File: config.mk
export PLATFORM = sky130hd
export DESIGN_NAME = seatbelt_reminder
export DESIGN_NICKNAME = d
export VERILOG_FILES = /design/src/rtl/seatbelt_pkg.sv /design/src/rtl/sb_sync.sv /design/src/rtl/sb_grace_timer.sv /design/src/rtl/sb_fsm.sv /design/src/rtl/seatbelt_reminder.sv
export SDC_FILE = /design/constraint.sdc
export NUM_CORES = 1
export LEC_CHECK = 0
export CORE_ASPECT_RATIO = 1.2
export CORE_MARGIN = 4
export CORE_UTILIZATION = 48
export DETAILED_ROUTE_END_ITERATION = 6
export PLACE_DENSITY_LB_ADDON = 0.08
export SYNTH_ARGS = -nofsm -noshare
export SYNTH_HDL_FRONTEND = slang
export SYNTH_SLANG_ARGS = --single-unit
File: constraint.sdc
create_clock -name clk -period 2.3 [get_ports clk]
set_clock_uncertainty 0.2 [all_clocks]
set_input_delay 0.46 -clock clk [delete_from_list [all_inputs] [get_ports clk]]
set_output_delay 0.46 -clock clk [all_outputs]
set_load 0.01 [all_outputs]
File: src/rtl/seatbelt_pkg.sv
package seatbelt_pkg;

    typedef enum logic [1:0] {
        ST_EMPTY  = 2'd0,
        ST_WAIT   = 2'd1,
        ST_BELTED = 2'd2,
        ST_ALARM  = 2'd3
    } occ_state_t;

    typedef struct packed {
        logic seat;
        logic belt;
    } sensor_t;

    localparam int unsigned SYNC_STAGES = 2;

    // Next-state rule; leaving the seat dominates, then the belt, then expiry.
    function automatic occ_state_t occ_next(occ_state_t cur, sensor_t s, logic expired);
        occ_state_t nxt;
        nxt = cur;
        if (!s.seat) begin
            nxt = ST_EMPTY;
        end else begin
            unique case (cur)
                ST_EMPTY:  nxt = ST_WAIT;
                ST_WAIT:   begin
                    if (s.belt)       nxt = ST_BELTED;
                    else if (expired) nxt = ST_ALARM;
                end
                ST_BELTED: if (!s.belt) nxt = ST_WAIT;
                ST_ALARM:  if (s.belt)  nxt = ST_BELTED;
                default:   nxt = ST_EMPTY;
            endcase
        end
        return nxt;
    endfunction

endpackage

File: src/rtl/sb_sync.sv
module sb_sync #(
    parameter int unsigned WIDTH  = 2,
    parameter int unsigned STAGES = 2
) (
    input  logic             clk,
    input  logic             rst,
    input  logic [WIDTH-1:0] d,
    output logic [WIDTH-1:0] q
);
    logic [WIDTH-1:0] chain [STAGES];

    for (genvar g = 0; g < STAGES; g++) begin : g_stage
        if (g == 0) begin : g_first
            always_ff @(posedge clk) begin
                if (rst) chain[g] <= '0;
                else     chain[g] <= d;
            end
        end else begin : g_next
            always_ff @(posedge clk) begin
                if (rst) chain[g] <= '0;
                else     chain[g] <= chain[g-1];
            end
        end
    end

    assign q = chain[STAGES-1];
endmodule

File: src/rtl/sb_grace_timer.sv
module sb_grace_timer #(
    parameter int unsigned DELAY_CYCLES = 100000
) (
    input  logic clk,
    input  logic rst,
    input  logic load,
    input  logic clear,
    output logic expired
);
    localparam int unsigned CNT_W = (DELAY_CYCLES < 2) ? 1 : $clog2(DELAY_CYCLES + 1);
    localparam logic [CNT_W-1:0] LOAD_VAL = CNT_W'(DELAY_CYCLES);

    logic [CNT_W-1:0] cnt_q;
    logic             run_q;

    always_ff @(posedge clk) begin
        if (rst || clear) begin
            cnt_q <= '0;
            run_q <= 1'b0;
        end else if (load) begin
            cnt_q <= LOAD_VAL;
            run_q <= 1'b1;
        end else if (run_q && (cnt_q != '0)) begin
            cnt_q <= cnt_q - 1'b1;
        end
    end

    assign expired = run_q && (cnt_q == '0);
endmodule

File: src/rtl/sb_fsm.sv
module sb_fsm
    import seatbelt_pkg::*;
(
    input  logic       clk,
    input  logic       rst,
    input  sensor_t    sens,
    input  logic       expired,
    output occ_state_t state,
    output logic       tmr_load,
    output logic       tmr_clear,
    output logic       start_pulse
);
    occ_state_t state_q, state_d;
    logic       start_q;

    always_comb begin
        state_d   = occ_next(state_q, sens, expired);
        tmr_load  = (state_d == ST_WAIT) && (state_q != ST_WAIT);
        tmr_clear = (state_d != ST_WAIT);
    end

    always_ff @(posedge clk) begin
        if (rst) begin
            state_q <= ST_EMPTY;
            start_q <= 1'b0;
        end else begin
            state_q <= state_d;
            start_q <= tmr_load;
        end
    end

    assign state       = state_q;
    assign start_pulse = start_q;
endmodule

File: src/rtl/seatbelt_reminder.sv
module seatbelt_reminder
    import seatbelt_pkg::*;
#(
    parameter int unsigned DELAY_CYCLES = 100000
) (
    input  logic       clk,
    input  logic       rst,
    input  logic       seat_in,
    input  logic       belt_in,
    output logic       buzzer,
    output logic       timer_start,
    output logic [1:0] state_o
);
    localparam int unsigned SENS_W = $bits(sensor_t);

    sensor_t          raw_sens;
    sensor_t          sens;
    logic [SENS_W-1:0] sync_q;
    logic             seat_s, belt_s;
    logic             tmr_expired, tmr_load, tmr_clear;
    occ_state_t       state;

    assign raw_sens.seat = seat_in;
    assign raw_sens.belt = belt_in;

    sb_sync #(.WIDTH(SENS_W), .STAGES(SYNC_STAGES)) u_sync (
        .clk (clk),
        .rst (rst),
        .d   (raw_sens),
        .q   (sync_q)
    );

    assign sens   = sensor_t'(sync_q);
    assign seat_s = sens.seat;
    assign belt_s = sens.belt;

    sb_grace_timer #(.DELAY_CYCLES(DELAY_CYCLES)) u_timer (
        .clk     (clk),
        .rst     (rst),
        .load    (tmr_load),
        .clear   (tmr_clear),
        .expired (tmr_expired)
    );

    sb_fsm u_fsm (
        .clk         (clk),
        .rst         (rst),
        .sens        (sens),
        .expired     (tmr_expired),
        .state       (state),
        .tmr_load    (tmr_load),
        .tmr_clear   (tmr_clear),
        .start_pulse (timer_start)
    );

    assign state_o = state;
    assign buzzer  = (state == ST_ALARM);
endmodule

==> out/qor.csv, run 1 <==
metric,value,unit
synth-edff-count,0,
die_width,54.4,um
hold_path_class,flop to flop,
relSlewSlack,72.3,%
async_flop_share,0,%
slew_violations,0,
rows,19,
synth_compound_area_share,13.8,%
grt_max_degree,15,
dp.cells,168,
cts_tree,yes,
nFillCells,216,
setup_viol,0,
fin_cells,174,
coreArea,2380,um^2
p_leak,0.000446,uW
synth-simple-area-share,29.4,%
drt-pass1-iter-count,4,
drc,0,
path_max_fanout,7,
dieArea,3470,um^2
max_freq,459,MHz
path_class,flop to flop,
synth-xor-area-share,8.47,%
grt.overflow.total,0,
netlist_area,1240,um^2
port_buffers,7,
ys_seq_area_share,40.3,%
path_cells,or3_4 -> or4_4 -> nor4b_2 -> xnor2_1 -> nor2_1,
syn_inst,127,
syn_area_per_cell,9.77,um^2
die_h,63.7,um
cp_slowest_cell,or4_4,
cp_top_family,simple AND/OR/NAND/NOR gates,
cp-start-kind,flop,
antennaDiodeCount,0,
drive_gt1_share,23.1,%
ys.flop_type,dfxtp_1,
seqCellArea,503,um^2
cts_buffers,3,
rsz0062_at_grt,true,
clkLatencyLatePin,0.32,ns
cts-root-buf,clkbuf_4,
required,2.30,ns
clockBufferDepth,2,
dp_slack,0.0218,ns
power_density,466,nW/um^2
synth-seq-cells,25,
fin_ws,0.119,ns
ys_warn_count,0,
yosysTopAreaCellShare,40.3,%
worstPathArrival,2.18,ns
synth_top_area_cell,dfxtp_1,
via_per_inst,5.37,
grt_pass1_wl,4170,um
initial_utilization,52.2,%
drt_wl_total,2300,um
synthAdderAreaFrac,2.02,%
ctsHoldBuffers,0,
max_stage_delay,0.58,ns
path_clk_slew,0.14,ns
tightest_slew,0.414,ns
drt_iter0_markers,15,
syn_nets,133,
synth_area_leaders,"dfxtp_1, xnor2_1, nor4_4",
end_kind,flop,
gp_congestion,0.785,
ios,8,
maxCapViolCount,0,
dp_hpwl,1750,um
cts.sinks,25,
cp_num_buf_inv,0,
ctsHtreeMaxLevel,1,
ant_nets,0,
synth_mux_area_share,2.42,%
min_period,2.18,ns
ys_types,39,
multi_input_area,709,um^2
grt_pass1_vias,957,
wl_per_cell,13.2,um
gr-usage-all-layers,15.8,%
area_growth,16.2,%
synth_top_family_by_area,simple AND/OR/NAND/NOR gates,
period_share,94.8,%
antenna_found_initial,0,
fin_nets,150,
vias,935,
hold_viol,0,
status,"finished, final reports clean",
peakVddDrop,415,uV
## cell usage in the layout, fill, tap and decap left out, types with 3 or more instances in the layout
| master | instances |
|---|---|
| a21oi_1 | 12 |
| buf_4 | 10 |
| clkbuf_4 | 3 |
| clkdlybuf4s50_1 | 7 |
| dfxtp_1 | 23 |
| mux2i_1 | 3 |
| nand2_1 | 3 |
| nor2_1 | 15 |
| nor2b_1 | 6 |
| nor3_1 | 3 |
| nor4_4 | 3 |
| xnor2_1 | 12 |
## metal layers
layer,global-route usage (%),up-vias,part of all wire (%),wire length [um]
met5,0,-,0,0
met4,4.67,0,1.3,31
met3,2.12,4,2.4,55
met2,26.3,11,51,1170
met1,20.7,434,45,1040
li1,-,486,-,-
## cell usage after synthesis (all sizes together), types with 3 or more instances
master / n
nand2: 3
o21ai: 3
dfxtp: 25
or4: 4
xnor2: 12
nor2b: 6
buf: 4
nor2: 15
mux2i: 3
a21oi: 12
nor3: 4
nor4: 5
## per-stage QoR
step	TNS, ns	hold WS (ns)	cell area, um^2	util (%)	power, uW
3_3_place_gp	0	0.229	1380	58.1	484
6_report	0	0.263	1440	60.7	672
2_1_floorplan	0	0.214	1240	-	469
4_1_cts	0	0.269	1420	59.9	677
5_1_grt	-0.0333	0.273	1440	60.7	708
3_5_place_dp	0	0.232	1380	58.1	484
## layout make-up
cell class                 count  share of cell area (%)
multi-input combinational     94                    49.2
sequential                    25                    34.9
timing repair buffer          18                    10.8
tap                           31                    2.69
clock buffer                   3                    1.56
inverter                       2                   0.520
clock inverter                 1                   0.347
## state kept, by name (all words and copies together) (netlist names)
signal / count
u_timer.run_q: 1
u_fsm.start_pulse: 1
u_timer.cnt_q: 17
u_fsm.state: 2
u_sync.chain: 4
## final timing paths
| kind | endpoint | slack [ns] | cells after the start | start |
|---|---|---|---|---|
| max reg2reg | u_timer.cnt_q[14] | 0.12 | 5 | u_timer.cnt_q[4] |
| min reg2reg | u_sync.chain[1][0] | 0.26 | 1 | u_sync.chain[0][0] |
| max | u_timer.cnt_q[14] | 0.12 | 5 | u_timer.cnt_q[4] |
| min | u_sync.chain[1][0] | 0.26 | 1 | u_sync.chain[0][0] |
## cell families after synthesis
group | after synthesis
flops | 25
fa+ha+maj | 2
simple gates | 50
mux | 3
xor+xnor | 12
compound gates | 27
buf+inv | 8
## where the power goes
group | leakage [uW] | total [uW] | internal (uW) | switching [uW]
Clock | 0.0000177 | 196 | 65.0 | 131
Sequential | 0.000203 | 442 | 438 | 3.91
Combinational | 0.000224 | 33.9 | 18.5 | 15.4
## timing repair
action,in CTS,in global routing
endpoints found under the setup margin,1,17
cloned,0,0
gates resized for setup,0,8
setup buffers,2,0
pin swaps,1,2
Power figures use the tool's default switching activity.
==> run 2, diff against run 1 <==
--- a/config.mk
+++ b/config.mk
@@ -10,6 +10,7 @@
 export CORE_UTILIZATION = 48
 export DETAILED_ROUTE_END_ITERATION = 6
 export PLACE_DENSITY_LB_ADDON = 0.08
+export RECOVER_POWER = 25
 export SYNTH_ARGS = -nofsm -noshare
 export SYNTH_HDL_FRONTEND = slang
 export SYNTH_SLANG_ARGS = --single-unit
==> run 2 against run 1 <==
Net effect: clock power is essentially flat; combinational power shrank 4%; non-clock buffer count is the same; die area is the same; highest routed layer unchanged; largest cell class unchanged; cell count is the same; utilization shrank 0.16 points; hold slack gained 0.0017 ns; global-route usage is the same; register-to-register slack is essentially flat.
==> out/qor.csv, run 2 (synthesis results as in run 1) <==
metric,value,unit,change
tightest_slew,0.414,ns,about the same
ant_nets,0,,unchanged
gr-usage-all-layers,15.8,%,unchanged
drc,0,,unchanged
slew_violations,0,,unchanged
power_density,466,nW/um^2,about the same
grt.overflow.total,0,,unchanged
dp_hpwl,1750,um,unchanged
holdWs,0.265,ns,was 0.263 ns
nFillCells,215,,was 216
rsz0062_at_grt,true,,unchanged
min_period,2.18,ns,about the same
drt_wl_total,2300,um,about the same
netSwitchingPower,150,uW,about the same
end_kind,flop,,unchanged
top_register,u_timer.cnt_q,,unchanged
antenna_found_initial,0,,unchanged
peakVddDrop,415,uV,about the same
p_leak,0.000442,uW,was 0.000446 uW
die_h,63.7,um,unchanged
required,2.30,ns,about the same
cp-start-kind,flop,,unchanged
p_sw_share,22.4,%,about the same
vias,926,,was 935
dieArea,3470,um^2,unchanged
use_met1,20.7,%,unchanged
dp_slack,0.0218,ns,unchanged
hold_path_class,flop to flop,,unchanged
clkLatencyLatePin,0.32,ns,about the same
fin_nets,150,,unchanged
port_buffers,7,,unchanged
relSlewSlack,72.4,%,was 72.3%
cp_slowest_cell,or4_4,,unchanged
cp_top_family,simple AND/OR/NAND/NOR gates,,unchanged
pwr-share-clk,29.3,%,was 29.2%
path_class,flop to flop,,unchanged
drive_gt1_share,22.4,%,was 23.1%
drt-pass1-iter-count,4,,unchanged
mostFrequentLayoutCells,"dfxtp_1, nor2_1, a21oi_1, xnor2_1, buf_4",,unchanged
p_seq_share,65.9,%,was 65.8%
max_stage_delay,0.58,ns,about the same
use_met2,26.3,%,unchanged
via_per_inst,5.32,,was 5.37
grt_pass1_vias,957,,unchanged
status,"finished, final reports clean",,unchanged
rows,19,,unchanged
cp_num_buf_inv,0,,unchanged
ios,8,,unchanged
met3_usage,2.12,%,unchanged
antennaDiodeCount,0,,unchanged
period_share,94.9,%,was 94.8%
ctsHtreeMaxLevel,1,,unchanged
ctsHoldBuffers,0,,unchanged
cts.sinks,25,,unchanged
top_usage_layer,met2,,unchanged
die_width,54.4,um,unchanged
placed_cell_area,1380,um^2,unchanged
path_cells,or3_4 -> or4_4 -> nor4b_2 -> xnor2_1 -> nor2_1,,unchanged
wl_per_cell,13.2,um,about the same
clockBufferDepth,2,,unchanged
max_freq,458,MHz,was 459 MHz
worstPathArrival,2.19,ns,was 2.18 ns
area_growth,15.9,%,was 16.2%
power_frac_comb,4.9,%,was 5.0%
intPower,520,uW,was 522 uW
largest_reg_flops,17,,unchanged
cts_tree,yes,,unchanged
path_max_fanout,7,,unchanged
p_total,671,uW,was 672 uW
cts_buffers,3,,unchanged
gp_congestion,0.785,,unchanged
final_area,1440,um^2,about the same
cts-root-buf,clkbuf_4,,unchanged
path_clk_slew,0.14,ns,about the same
maxCapViolCount,0,,unchanged
drt_iter0_markers,19,,was 15
grt_pass1_wl,4170,um,unchanged
setup_viol,0,,unchanged
initial_utilization,52.2,%,unchanged
hold_viol,0,,unchanged
layout_commonest_cell,dfxtp_1,,unchanged
grt_max_degree,15,,unchanged
coreArea,2380,um^2,unchanged
fin_ws,0.118,ns,was 0.119 ns
run 2: final cells by class:
class	count	area [um^2]	share of cell area (%)
inverter	2	7.51	0.522
clock inverter	1	5.00	0.348
multi-input combinational	94	709	49.3
tap	31	38.8	2.70
clock buffer	3	22.5	1.57
sequential	25	503	35.0
timing repair buffer	18	153	10.6
run 2: power groups by stage:
stage / Combinational [uW] / Sequential [uW] / Clock [uW]
after detailed placement: 32.4 / 451 / 0
after floorplan: 17.7 / 451 / 0
final: 32.7 / 442 / 196
after CTS: 33.7 / 442 / 201
after global routing: 36.4 / 443 / 227
after global placement: 32.1 / 451 / 0
run 2: final timing paths:
path	from	endpoint	slack (ns)	cells after the start
worst min-delay path	u_sync.chain[0][0]	u_sync.chain[1][0]	0.26	1
worst max register to register	u_timer.cnt_q[4]	u_timer.cnt_q[14]	0.12	5
worst min register to register	u_sync.chain[0][0]	u_sync.chain[1][0]	0.26	1
worst max-delay path	u_timer.cnt_q[4]	u_timer.cnt_q[14]	0.12	5
run 2: layer usage:
| metal | up-vias | share of wire, % |
|---|---|---|
| met2 | 9 | 51 |
| li1 | 486 | - |
| met5 | - | 0 |
| met1 | 427 | 46 |
| met3 | 4 | 1.8 |
| met4 | 0 | 1.3 |
run 2: repair_timing:
action | 4_1_cts | 5_1_grt
pin swaps | 1 | 2
setup buffers | 2 | 0
resized for setup | 0 | 8
setup endpoints to repair | 1 | 17
run 2: stage by stage:
step | cells | TNS [ns] | util (%)
after floorplan | 127 | 0 | -
after global placement | 168 | 0 | 58.1
after detailed placement | 168 | 0 | 58.1
after CTS | 174 | 0 | 59.9
after global routing | 174 | -0.0333 | 60.5
final | 174 | 0 | 60.5
